===== config.mk =====
export PLATFORM = sky130hd
export DESIGN_NAME = adc_start_ctrl
export DESIGN_NICKNAME = d
export VERILOG_FILES = /design/src/rtl/adc_start_pkg.sv /design/src/rtl/adc_trig_qual.sv /design/src/rtl/adc_acq_timer.sv /design/src/rtl/adc_start_ctrl.sv
export SDC_FILE = /design/constraint.sdc
export NUM_CORES = 1
export LEC_CHECK = 0
export ABC_AREA = 1
export BUFFER_PORTS_ARGS = -buffer_cell sky130_fd_sc_hd__buf_2
export CAP_MARGIN = 25
export CELL_PAD_IN_SITES_DETAIL_PLACEMENT = 0
export CELL_PAD_IN_SITES_GLOBAL_PLACEMENT = 1
export CORE_AREA = 3 3 50 52
export CTS_BUF_LIST = sky130_fd_sc_hd__clkbuf_4 sky130_fd_sc_hd__clkbuf_8
export DETAILED_ROUTE_END_ITERATION = 7
export DIE_AREA = 0 0 53 55
export PLACE_DENSITY = 0.86
export SYNTH_ARGS = -nofsm -noshare
export SYNTH_HDL_FRONTEND = slang
export SYNTH_HIERARCHICAL = 1
export SYNTH_SLANG_ARGS = --single-unit

===== constraint.sdc =====
create_clock -name clk -period 2.4 [get_ports clk]
set_input_delay 0.36 -clock clk [delete_from_list [all_inputs] [get_ports clk]]
set_output_delay 0.36 -clock clk [all_outputs]
set_load 0.1 [all_outputs]

===== src/rtl/adc_start_pkg.sv =====
package adc_start_pkg;
    typedef enum logic [2:0] {
        ST_IDLE,
        ST_ACQ,
        ST_DEFER,
        ST_START,
        ST_CONV
    } adc_state_e;

    localparam int          NUM_SRC      = 4;
    localparam logic [3:0]  CMP_TRIG_MODE = 4'b1011;
    localparam int          SRC_CMP = 0;
    localparam int          SRC_CTM = 1;
    localparam int          SRC_TMR = 2;
    localparam int          SRC_RTC = 3;
endpackage


===== src/rtl/adc_trig_qual.sv =====
module adc_trig_qual #(
    parameter int NSRC = 4
) (
    input  logic [NSRC-1:0] src_ev,
    input  logic [NSRC-1:0] src_qual,
    input  logic            sw_go,
    input  logic            mod_en,
    input  logic            idle,
    output logic [NSRC-1:0] src_hit,
    output logic            accept
);
    // Per-source qualification, one gate per source
    for (genvar i = 0; i < NSRC; i++) begin : g_src
        assign src_hit[i] = src_ev[i] & src_qual[i];
    end

    // Any qualified request while enabled and idle starts one conversion
    assign accept = mod_en & idle & ((|src_hit) | sw_go);
endmodule


===== src/rtl/adc_acq_timer.sv =====
module adc_acq_timer #(
    parameter int ACQ_W = 3,
    parameter int MULT  = 2
) (
    input  logic             clk,
    input  logic             rst_n,
    input  logic             load,
    input  logic [ACQ_W-1:0] acq_sel,
    input  logic             run,
    input  logic             tick,
    output logic             expire
);
    localparam int CNT_W = ACQ_W + $clog2(MULT) + 1;

    logic [CNT_W-1:0] cnt_q;
    logic [CNT_W-1:0] load_val;

    assign load_val = CNT_W'(acq_sel) * CNT_W'(MULT);

    always_ff @(posedge clk or negedge rst_n) begin
        if (!rst_n) begin
            cnt_q <= '0;
        end else if (load) begin
            cnt_q <= load_val;
        end else if (run && tick && cnt_q != '0) begin
            cnt_q <= cnt_q - 1'b1;
        end
    end

    assign expire = run & tick & (cnt_q == CNT_W'(1));
endmodule


===== src/rtl/adc_start_ctrl.sv =====
module adc_start_ctrl
    import adc_start_pkg::*;
#(
    parameter int ACQ_W    = 3,
    parameter int ACQ_MULT = 2
) (
    input  logic             clk,
    input  logic             rst_n,
    input  logic             mod_en,
    input  logic [ACQ_W-1:0] acq_sel,
    input  logic             sw_go,
    input  logic             cmp_ev,
    input  logic [3:0]       cmp_mode,
    input  logic             ctm_ev,
    input  logic             ctm_trig_en,
    input  logic             tmr_ev,
    input  logic             rtc_ev,
    input  logic             tick,
    input  logic             conv_done,
    output logic             go_done,
    output logic             conv_start,
    output logic             done_irq,
    output logic             cmp_tmr_clr
);
    adc_state_e state_q, state_d;

    logic [NUM_SRC-1:0] src_ev, src_qual, src_hit;
    logic               accept;
    logic               acq_expire;
    logic               acq_load;
    logic               done_irq_q;

    // Source vector assembly
    assign src_ev[SRC_CMP]   = cmp_ev;
    assign src_ev[SRC_CTM]   = ctm_ev;
    assign src_ev[SRC_TMR]   = tmr_ev;
    assign src_ev[SRC_RTC]   = rtc_ev;
    assign src_qual[SRC_CMP] = (cmp_mode == CMP_TRIG_MODE);
    assign src_qual[SRC_CTM] = ctm_trig_en;
    assign src_qual[SRC_TMR] = 1'b1;
    assign src_qual[SRC_RTC] = 1'b1;

    adc_trig_qual #(
        .NSRC (NUM_SRC)
    ) u_qual (
        .src_ev   (src_ev),
        .src_qual (src_qual),
        .sw_go    (sw_go),
        .mod_en   (mod_en),
        .idle     (state_q == ST_IDLE),
        .src_hit  (src_hit),
        .accept   (accept)
    );

    assign acq_load = accept && (acq_sel != '0);

    adc_acq_timer #(
        .ACQ_W (ACQ_W),
        .MULT  (ACQ_MULT)
    ) u_timer (
        .clk     (clk),
        .rst_n   (rst_n),
        .load    (acq_load),
        .acq_sel (acq_sel),
        .run     (state_q == ST_ACQ),
        .tick    (tick),
        .expire  (acq_expire)
    );

    // State register
    always_ff @(posedge clk or negedge rst_n) begin
        if (!rst_n) state_q <= ST_IDLE;
        else        state_q <= state_d;
    end

    // Next-state logic
    always_comb begin
        state_d = state_q;
        unique case (state_q)
            ST_IDLE: begin
                if (accept) state_d = (acq_sel == '0) ? ST_DEFER : ST_ACQ;
            end
            ST_ACQ: begin
                if (!mod_en)         state_d = ST_IDLE;
                else if (acq_expire) state_d = ST_START;
            end
            ST_DEFER: begin
                if (!mod_en)   state_d = ST_IDLE;
                else if (tick) state_d = ST_START;
            end
            ST_START: begin
                if (!mod_en) state_d = ST_IDLE;
                else         state_d = ST_CONV;
            end
            ST_CONV: begin
                if (!mod_en || conv_done) state_d = ST_IDLE;
            end
            default: state_d = ST_IDLE;
        endcase
    end

    // Outputs
    always_ff @(posedge clk or negedge rst_n) begin
        if (!rst_n) done_irq_q <= 1'b0;
        else        done_irq_q <= (state_q == ST_CONV) && mod_en && conv_done;
    end

    always_comb begin
        go_done     = (state_q != ST_IDLE);
        conv_start  = (state_q == ST_START);
        done_irq    = done_irq_q;
        cmp_tmr_clr = src_hit[SRC_CMP];
    end
endmodule


==> flow_summary.toml <==
[grt]
antenna_found_initial = 0
grt_pass1_wl_mm = 2.51
grt_max_degree = 10
groute.usage.overall = 0.116
first_global_vias = 640
grt_overflow = 0

[timing]
holdWs_ns = 0.337
setup_viol = 0
tns_ns = 0
finalCritPeriodShare = 0.779
fin_ws_ns = 0.530
slew_violations = 0
clock_skew_ns = 0.000717
min_period_ns = 1.87
rsz0062_at_grt = "no"
max_freq_mhz = 535
finalHoldViolCount = 0

[setup_path]
r2r_start = "state_q[1]"
path_cells = "nor3_2 > nand2_1 > nor2_1 > inv_1 > nor2_1 > inv_4 > or2_0 > nand3_2 > nand2_1"
crit_required_ns = 2.55
max_stage_delay_ns = 0.44
slowest_stage = "dfrtp_1"
cp-end-kind = "flop"
crit_start = "state_q[1]"
crit_fanout = 9
critPathKind = "reg -> reg"
cp-start-kind = "flop"
arrival_ns = 2.02

[final_layout]
n_antenna_cell = 0
layout_commonest_cell = "nand2_1"
finalInstanceArea_um2 = 886
mostFrequentLayoutCells = "33 x nand2_1, 21 x buf_2, 18 x inv_1"
drive_gt1_frac = 0.272
fill_cells = 224
utilization = 0.412
final_cells = 164
syn2layout_area_growth_pct = 26.2
nets = 157

[die]
fp.dieH_um = 55
die-width_um = 53
fp.dieArea_um2 = 2920
core_area_um2 = 2150
pin_count = 22
start_util = 0.327
rows = 17

[run]
cap_viol_max_count = 0

[detailed_routing]
drcViolationCount = 0
viasPerCell = 4.48
wl_per_cell_um = 9.13
drtIter0Drc = 17
vias = 735
ant_nets = 0
routed_wirelength_mm = 1.50
drt-pass1-iter-count = 6

[placed_design]
place_ws_ns = 0.520
gp_congestion = 0.760
hpwl_mm = 1.22
port_buffers = 21
dpl.cell_count = 159
post_dp_cell_area_um2 = 846

[yosys]
synth_area_um2 = 702
avgSynthCellArea_um2 = 6.44
yosys_warnings = 6
syn_inst = 109

[clocking]
clockBufferDepth = 2
cts_root_buf = "clkbuf_4"
numCtsBuffers = 3
cts_htree_levels = 1
clk_pin_slew_ns = 0.06
worst_skew_pair.late_latency_ns = 0.26
cts_sinks = 9
cts_resized = 0
cts_tree = "built"

[worst_hold_path]
hp-start = "conv_done"
hold_path.class = "in -> reg"

[pwr]
seq_power_share = 0.273
swShare = 0.522
clkPwrFrac = 0.134
internal-power_mw = 0.456
p_sw_mw = 0.498
p_per_area_nw_per_um2 = 1080
combinationalPowerShare = 0.593
power_leakage_nw = 0.523
ir_worst_vdd_v = 0.000697
finalPower_mw = 0.954

[outcome]
status = "finished clean"
-- power groups by stage --
stage / Combinational (mW) / Sequential [mW] / Clock, mW
floorplan: 0.462 / 0.249 / 0
global placement: 0.559 / 0.260 / 0
detailed placement: 0.564 / 0.260 / 0
CTS: 0.565 / 0.260 / 0.133
global route: 0.643 / 0.267 / 0.141
finish: 0.566 / 0.260 / 0.128
-- final timing paths --
kind | to | slack [ns] | cells past startpoint
worst max-delay path | u_timer/cnt_q[3] | 0.53 | 9
worst min-delay path | done_irq | 0.34 | 3
worst max register to register | u_timer/cnt_q[3] | 0.53 | 9
max in group asynchronous | u_timer/cnt_q[2] | 1.74 | 2
min in group asynchronous | done_irq | 0.48 | 2
worst min register to register | u_timer/cnt_q[4] | 0.55 | 2
-- flip-flops by register name, summed over array words and instances (netlist names) --
register,flops
done_irq,1
state_q,3
u_timer/cnt_q,5
-- final cells by class --
cell class / instances / area (um2) / area share
multi-input cells: 79 / 395 / 0.446
flip-flops and latches: 9 / 225 / 0.254
repair buffers: 22 / 115 / 0.130
inverters: 22 / 85.1 / 0.0960
well taps: 28 / 35.0 / 0.0395
clock buffers: 4 / 30.0 / 0.0339
-- metal layers --
metal	global-route usage	up-vias	part of all wire
met3	0.0161	2	0.051
li1	-	392	-
met5	0	-	0
met4	0.0638	0	0.013
met2	0.186	19	0.43
met1	0.151	322	0.50
-- critical path: cells and delay by family (launching register included) --
kind,cells,cell delay [ns]
buf+inv,2,0.16
simple gates,7,1.14
flops,1,0.44
-- timing repair --
action	4_1_cts	5_1_grt
hold endpoints to repair	9	0
setup buffers	0	0
hold buffers	1	0
No activity file was read; power rests on OpenSTA's default activity.
